<file path="config.mk">
export PLATFORM = sky130hd
export DESIGN_NAME = lane_test_pattern
export DESIGN_NICKNAME = d
export VERILOG_FILES = /design/src/rtl/ltpg_pkg.sv /design/src/rtl/ltpg_mode_dec.sv /design/src/rtl/ltpg_phase.sv /design/src/rtl/ltpg_lane_mux.sv /design/src/rtl/lane_test_pattern.sv
export SDC_FILE = /design/constraint.sdc
export NUM_CORES = 1
export LEC_CHECK = 0
export BUFFER_PORTS_ARGS = -buffer_cell sky130_fd_sc_hd__buf_4
export CAP_MARGIN = 20
export CORE_MARGIN = 4
export CORE_UTILIZATION = 46
export CTS_CLUSTER_SIZE = 24
export DETAILED_ROUTE_END_ITERATION = 16
export GPL_TIMING_DRIVEN = 0
export HOLD_SLACK_MARGIN = 0.15
export PLACE_DENSITY = 0.79
export SLEW_MARGIN = 40
export SYNTH_ARGS = -nofsm -noshare
export SYNTH_HDL_FRONTEND = slang
export SYNTH_SLANG_ARGS = --single-unit
</file>
<file path="constraint.sdc">
create_clock -name clk -period 1.35 [get_ports clk]
set_input_delay 0.135 -clock clk [delete_from_list [all_inputs] [get_ports clk]]
set_output_delay 0.135 -clock clk [all_outputs]
set_load 0.01 [all_outputs]
</file>
<file path="src/rtl/ltpg_pkg.sv">
package ltpg_pkg;

    localparam int GW = 10;

    typedef logic [GW-1:0] grp_t;

    typedef enum logic [1:0] {
        M_PASS = 2'd0,
        M_HIGH = 2'd1,
        M_LOW  = 2'd2,
        M_MIX  = 2'd3
    } mode_t;

    // Bit 9 leaves the serializer first.
    localparam grp_t W_HIGH  = 10'b1010101010;
    localparam grp_t W_LOW   = 10'b1111100000;
    localparam grp_t W_MIX_A = 10'b1111101011;
    localparam grp_t W_MIX_B = 10'b0000010100;

endpackage

</file>
<file path="src/rtl/ltpg_mode_dec.sv">
module ltpg_mode_dec
    import ltpg_pkg::*;
(
    input  logic       en,
    input  logic [1:0] sel,
    output mode_t      mode
);
    always_comb begin
        mode = M_PASS;
        if (en) begin
            unique case (sel)
                2'b00:   mode = M_HIGH;
                2'b01:   mode = M_LOW;
                2'b10:   mode = M_MIX;
                default: mode = M_PASS; // reserved code forwards data
            endcase
        end
    end
endmodule

</file>
<file path="src/rtl/ltpg_phase.sv">
module ltpg_phase
    import ltpg_pkg::*;
(
    input  mode_t cur_mode,
    input  mode_t last_mode,
    input  logic  half_q,
    output logic  use_b,
    output logic  half_d
);
    logic continuing;

    always_comb begin
        continuing = (cur_mode == M_MIX) && (last_mode == M_MIX);
        use_b      = continuing ? half_q : 1'b0;
        half_d     = (cur_mode == M_MIX) ? ~use_b : 1'b0;
    end
endmodule

</file>
<file path="src/rtl/ltpg_lane_mux.sv">
module ltpg_lane_mux
    import ltpg_pkg::*;
(
    input  mode_t mode,
    input  logic  use_b,
    input  grp_t  din,
    output grp_t  dout
);
    always_comb begin
        unique case (mode)
            M_HIGH:  dout = W_HIGH;
            M_LOW:   dout = W_LOW;
            M_MIX:   dout = use_b ? W_MIX_B : W_MIX_A;
            default: dout = din;
        endcase
    end
endmodule

</file>
<file path="src/rtl/lane_test_pattern.sv">
module lane_test_pattern
    import ltpg_pkg::*;
#(
    parameter int NUM_LANES = 4
) (
    input  logic                    clk,
    input  logic                    rst_n,
    input  logic                    test_en,
    input  logic [1:0]              test_sel,
    input  logic [NUM_LANES*GW-1:0] lane_din,
    output logic [NUM_LANES*GW-1:0] lane_dout
);
    localparam int BUS_W = NUM_LANES * GW;

    typedef struct packed {
        mode_t            last_mode;
        logic             half;
        logic [BUS_W-1:0] dout;
    } state_t;

    state_t state_d, state_q;

    mode_t            cur_mode;
    logic             use_b;
    logic             half_nx;
    logic [BUS_W-1:0] mux_out;

    ltpg_mode_dec u_dec (
        .en   (test_en),
        .sel  (test_sel),
        .mode (cur_mode)
    );

    ltpg_phase u_phase (
        .cur_mode  (cur_mode),
        .last_mode (state_q.last_mode),
        .half_q    (state_q.half),
        .use_b     (use_b),
        .half_d    (half_nx)
    );

    for (genvar g = 0; g < NUM_LANES; g++) begin : g_lane
        ltpg_lane_mux u_mux (
            .mode  (cur_mode),
            .use_b (use_b),
            .din   (lane_din[g*GW +: GW]),
            .dout  (mux_out[g*GW +: GW])
        );
    end

    always_comb begin
        state_d           = state_q;
        state_d.last_mode = cur_mode;
        state_d.half      = half_nx;
        state_d.dout      = mux_out;
    end

    always_ff @(posedge clk or negedge rst_n) begin
        if (!rst_n) begin
            state_q <= '{last_mode: M_PASS, half: 1'b0, dout: '0};
        end else begin
            state_q <= state_d;
        end
    end

    assign lane_dout = state_q.dout;

endmodule

</file>
# Word level (Yosys, flattened, before mapping)
# Cells that the tools add are included.
# classes
mux,9
n_bitwise,1
reduce_logical,2
eq_ne,6
# op_table
op,count
case mux 10 bit (3 select lines),4
2-to-1 mux 10 bit,1
"equality test 2 bit, second input constant",4
case mux 2 bit (3 select lines),1
"equality test 2 x 1 -> 1 bit, second input constant",2
zero test 2 bit,1
2-to-1 mux 1 bit,2
2-to-1 mux 2 bit,1
logical AND 1 bit,1
inverter 1 bit,1
# word_totals
wordCells,21
output_inout_bits,40
in_bits,45
ff_bits,43

# Depth between registers and ports, before layout
# logic_depth
ltp_word,8
mapped_depth,7
ltp_nobuf,6

# Modules after synthesis
# A second synthesis with hierarchy kept.
# hier_totals
cells_unflattened,185
hier_area_um2,2011.9
# by_module_without_submodules
module,area_per_inst_um2,cells_each,n_inst,seq_area_each_um2
lane_test_pattern,1376.3,83,1,1076.0
ltpg_lane_mux,140.1,23,4,0.0
ltpg_mode_dec,46.3,6,1,0.0
ltpg_phase,28.8,4,1,0.0

# Worst setup path after synthesis
# OpenSTA, ideal clock, no wires.
# synth_path
path_kind,in2reg
from,input test_sel[0]
to,register state_q (netlist bit lane_dout[15])
required_ns,1.229
arrival_ns,1.152
setup_slack_ns,0.077
setup_time_ns,0.121
path_buffers,1
cell_stages,6
path_cell_list,inv_1 -> ha_1 -> o31a_2 -> buf_2 -> nor2_1 -> nor2_1
# synth_between
elab_chain_cells,8
elab_cells_between_ends,12
classes_between,5 x eq/ne; 5 x mux; 2 x reduce/logical
# synth_rtl
item,line,text
"start, declared",lane_test_pattern.sv:9,"input logic [1:0] test_sel,"
"equality test 2 bit, or another cell as far along",ltpg_mode_dec.sv:11,unique case (sel)
case mux 2 bit (3 select lines) *,ltpg_mode_dec.sv:11,
2-to-1 mux 2 bit *,ltpg_mode_dec.sv:10,if (en) begin
equality test 2 bit,"ltpg_phase.sv:13, ltpg_lane_mux.sv:10",
logical AND 1 bit,ltpg_phase.sv:13,continuing = (cur_mode == M_MIX) && (last_mode == M_MIX);
2-to-1 mux 1 bit,ltpg_phase.sv:14,use_b = continuing ? half_q : 1'b0;
2-to-1 mux 10 bit,ltpg_lane_mux.sv:13,M_MIX: dout = use_b ? W_MIX_B : W_MIX_A;
case mux 10 bit (3 select lines) *,ltpg_lane_mux.sv:10,unique case (mode)
via g_lane[1].u_mux.dout[5],ltpg_lane_mux.sv:7,output grp_t dout
"end signal, assigned",lane_test_pattern.sv:60,"state_q <= '{last_mode: M_PASS, half: 1'b0, dout: '0};"
"end signal, assigned",lane_test_pattern.sv:62,state_q <= state_d;
"end, declared",lane_test_pattern.sv:21,"state_t state_d, state_q;"
# The timed path passes the listed nets; every way through them passes the cells marked *.

# Worst setup path in the final report
# layout_path
from,input test_sel[0]
to,register state_q (netlist bit lane_dout[22])
# layout_between
elab_chain_cells,8
elab_cells_between_ends,12
classes_between,5 x eq/ne; 5 x mux; 2 x reduce/logical
# layout_rtl
item,line
"equality test 2 bit, or another cell as far along",ltpg_mode_dec.sv:11
case mux 2 bit (3 select lines) *,ltpg_mode_dec.sv:11
2-to-1 mux 2 bit *,ltpg_mode_dec.sv:10
equality test 2 bit,"ltpg_phase.sv:13, ltpg_lane_mux.sv:10"
logical AND 1 bit,ltpg_phase.sv:13
2-to-1 mux 1 bit,ltpg_phase.sv:14
2-to-1 mux 10 bit,ltpg_lane_mux.sv:13
case mux 10 bit (3 select lines) *,ltpg_lane_mux.sv:10
via g_lane[2].u_mux.dout[2],ltpg_lane_mux.sv:7
# Marks and branches as above.

==> impl_metrics.ini <==
[run_status]
status = complete, no violations

[grt]
antenna_found_initial = 0
grtUsageMet2 = 0.362
grt_overflow = 0
grt_pass1_wl_um = 7670
grtUsageTotal = 0.195
gr-max-usage-layer = met2
first_global_vias = 1626
grt_max_degree = 44
use_met3 = 0.0435
grtUsageMet1 = 0.222

[setup_path]
cpPeakStageDelay_ns = 0.39
cp.depth = 6
rr_endpoint = lane_dout[1]
crit_arrival_ns = 1.46
regToRegStartpoint = state_q[40]
end_kind = register
worstPathMaxFanout = 10
r2r_cells = 3
critPathTopFamily = compound AO/OA/AOI/OAI gates
critPathRequiredTime_ns = 1.57
slowest_stage = ha_1
reg2reg_slack_ns = 0.16
startpoint_type = input pin
critPathLaunch = test_sel[0]
worstSetupPathType = input pin to register
crit_path_end = lane_dout[22]
critPathBufInv = 3
worstPathCellList = buf_4 -> inv_1 -> ha_1 -> o31ai_2 -> buf_2 -> a21o_1

[final_layout]
final_cell_area_mm2 = 0.00305
regArea_mm2 = 0.00108
n_fill_cell = 239
layout-area-overhead-vs-synth_pct = 64.6
final_cells = 345
post-route-util = 0.808
multi_input_area_um2 = 430
drive_gt1_frac = 0.522
antenna-diode-count = 0
nets = 344

[yosys]
synthCells = 165
syn_nets = 212
synth-seq-cells = 43
synth.distinct_cells = 20
synth-seq-area-share = 0.581
synth_area_mm2 = 0.00185
yosysWarnings = 0
postSynthAreaPerCell_um2 = 11.2

[detailed_routing]
first_pass_iters = 4
wl_um = 4760
drtAntennaViolNets = 0
routedWlPerCell_um = 13.8
vias_per_cell = 4.35
vias = 1500
route.detailed.drc = 0
first_iter_violations = 40

[place]
place_area_mm2 = 0.00254
dp_hpwl_um = 2860
place_congestion = 0.699
dp.cells = 297
port_buffers = 84
place_worst_setup_slack_ns = -0.202

[floorplan]
die_w_um = 71.4
core_region_area_mm2 = 0.00377
dieArea_mm2 = 0.00510
rows = 22
die_h_um = 71.4
ios = 85
start_util = 0.491

[pwr]
pwr-share-comb = 0.261
power_frac_clock = 0.264
vdd_drop_max_v = 0.000802
p_per_area_mw_per_mm2 = 989
p_sw_mw = 0.728
p_sw_frac = 0.242
internal_power_mw = 2.29
p_leak_nw = 1.61
seq_power_share = 0.475
totalPowerFinal_mw = 3.01

[sta]
fin_ws_ns = 0.112
relSlewSlack = 0.639
worst_pin_slew_ns = 0.541
finClkSkew_ns = 0.00375
fin_setup_tns_ns = 0
fin_crit_sh = 0.917
whs_ns = 0.205
maxSlewViolCount = 0
setup_viol = 0
min_period_ns = 1.24
clock.fmax_mhz = 807
hold_viol_final = 0
grt_setup_unrepaired = false

[cts]
tritoncts = done
cts.sinks = 43
cts.clk_slew.worst_paths_ns = 0.07
clock_path_buffers = 2
clk_latency_ns = 0.28
cts_made_buffers = 5
postCtsSetupBuffers = 0
cts-root-buf = clkbuf_8
ctsHtreeMaxLevel = 2

[worst_hold_path]
hold_class = input pin to register
hp-start = test_en
worstHoldPathCells = 3

[job]
cap_violations = 0
[worst min-delay path by stage]
stage,to,slack (ns)
finish,state_q[41],0.20
CTS,state_q[41],0.16
global route,state_q[41],0.21
global placement,lane_dout[32],0.15
detailed placement,lane_dout[32],0.15
floorplan,lane_dout[0],-0.16
[logic make-up after synthesis]
group | count (synthesis) | share of synthesized area
compound gates | 25 | 0.111
simple gates | 46 | 0.105
buf+inv | 49 | 0.189
flops | 43 | 0.581
fa+ha+maj | 2 | 0.0135
[what timing repair did]
item | in CTS | in global routing
hold buffers | 41 | 0
setup endpoints to repair | 0 | 8
hold endpoints to repair | 83 | 0
resized for setup | 0 | 2
[power groups by stage]
stage               logic (mW)  registers, mW  clock network (mW)
floorplan                0.358           1.44                   0
global placement         0.665           1.45                   0
detailed placement       0.681           1.45                   0
CTS                      0.778           1.43               0.802
global route             0.856           1.44               0.860
finish                   0.788           1.43               0.795
[cell type report]
class	instances	share of cell area
Sequential cell	43	0.353
Timing Repair Buffer	125	0.342
Multi-Input combinational cell	73	0.141
Buffer	45	0.110
Clock buffer	6	0.0271
Tap cell	48	0.0197
Inverter	4	0.00616
Clock inverter	1	0.00164
[cell usage after synthesis, drive strengths merged]
| master | n | area, um^2 |
|---|---|---|
| buf | 44 | 320 |
| dfrtp | 43 | 1080 |
| nor2 | 41 | 154 |
| a21o | 20 | 165 |
| inv | 3 | 11.3 |
| a21oi | 2 | 13.8 |
| ha | 2 | 25.0 |
| nor3 | 2 | 26.3 |
| and3 | 1 | 6.26 |
| clkbuf | 1 | 13.8 |
| clkinv | 1 | 3.75 |
| nand2 | 1 | 3.75 |
| nand3 | 1 | 5.00 |
| o21ai | 1 | 5.00 |
| o31a | 1 | 10.0 |
| o31ai | 1 | 12.5 |
[cells in the final DEF (no fill, tap or decap), types with 2 or more instances in the layout]
cell type | Yosys | layout
dfrtp_1 | 43 | 43
a21oi_2 | 1 | 2
buf_2 | 4 | 4
a21o_1 | 8 | 8
nor2_1 | 41 | 41
dlygate4sd3_1 | 0 | 41
buf_4 | 40 | 124
inv_1 | 3 | 3
a21o_2 | 12 | 12
clkbuf_8 | 1 | 7
ha_1 | 2 | 2
[tightest hold or removal path, stage by stage]
cell,delay (ns)
buf_4,0.10
o21ai_1,0.13
inv_1,0.08
[per-layer routing]
layer	vias up	wire length [um]	part of all wire
met5	-	0	0
met4	0	57	0.012
met3	4	270	0.057
met2	46	2680	0.56
met1	709	1760	0.37
li1	741	-	-
[registers in the layout, indices dropped and copies added, names as in the netlist]
| register | count |
|---|---|
| lane_dout | 40 |
| state_q | 3 |
(Power assumes the default switching activity.)
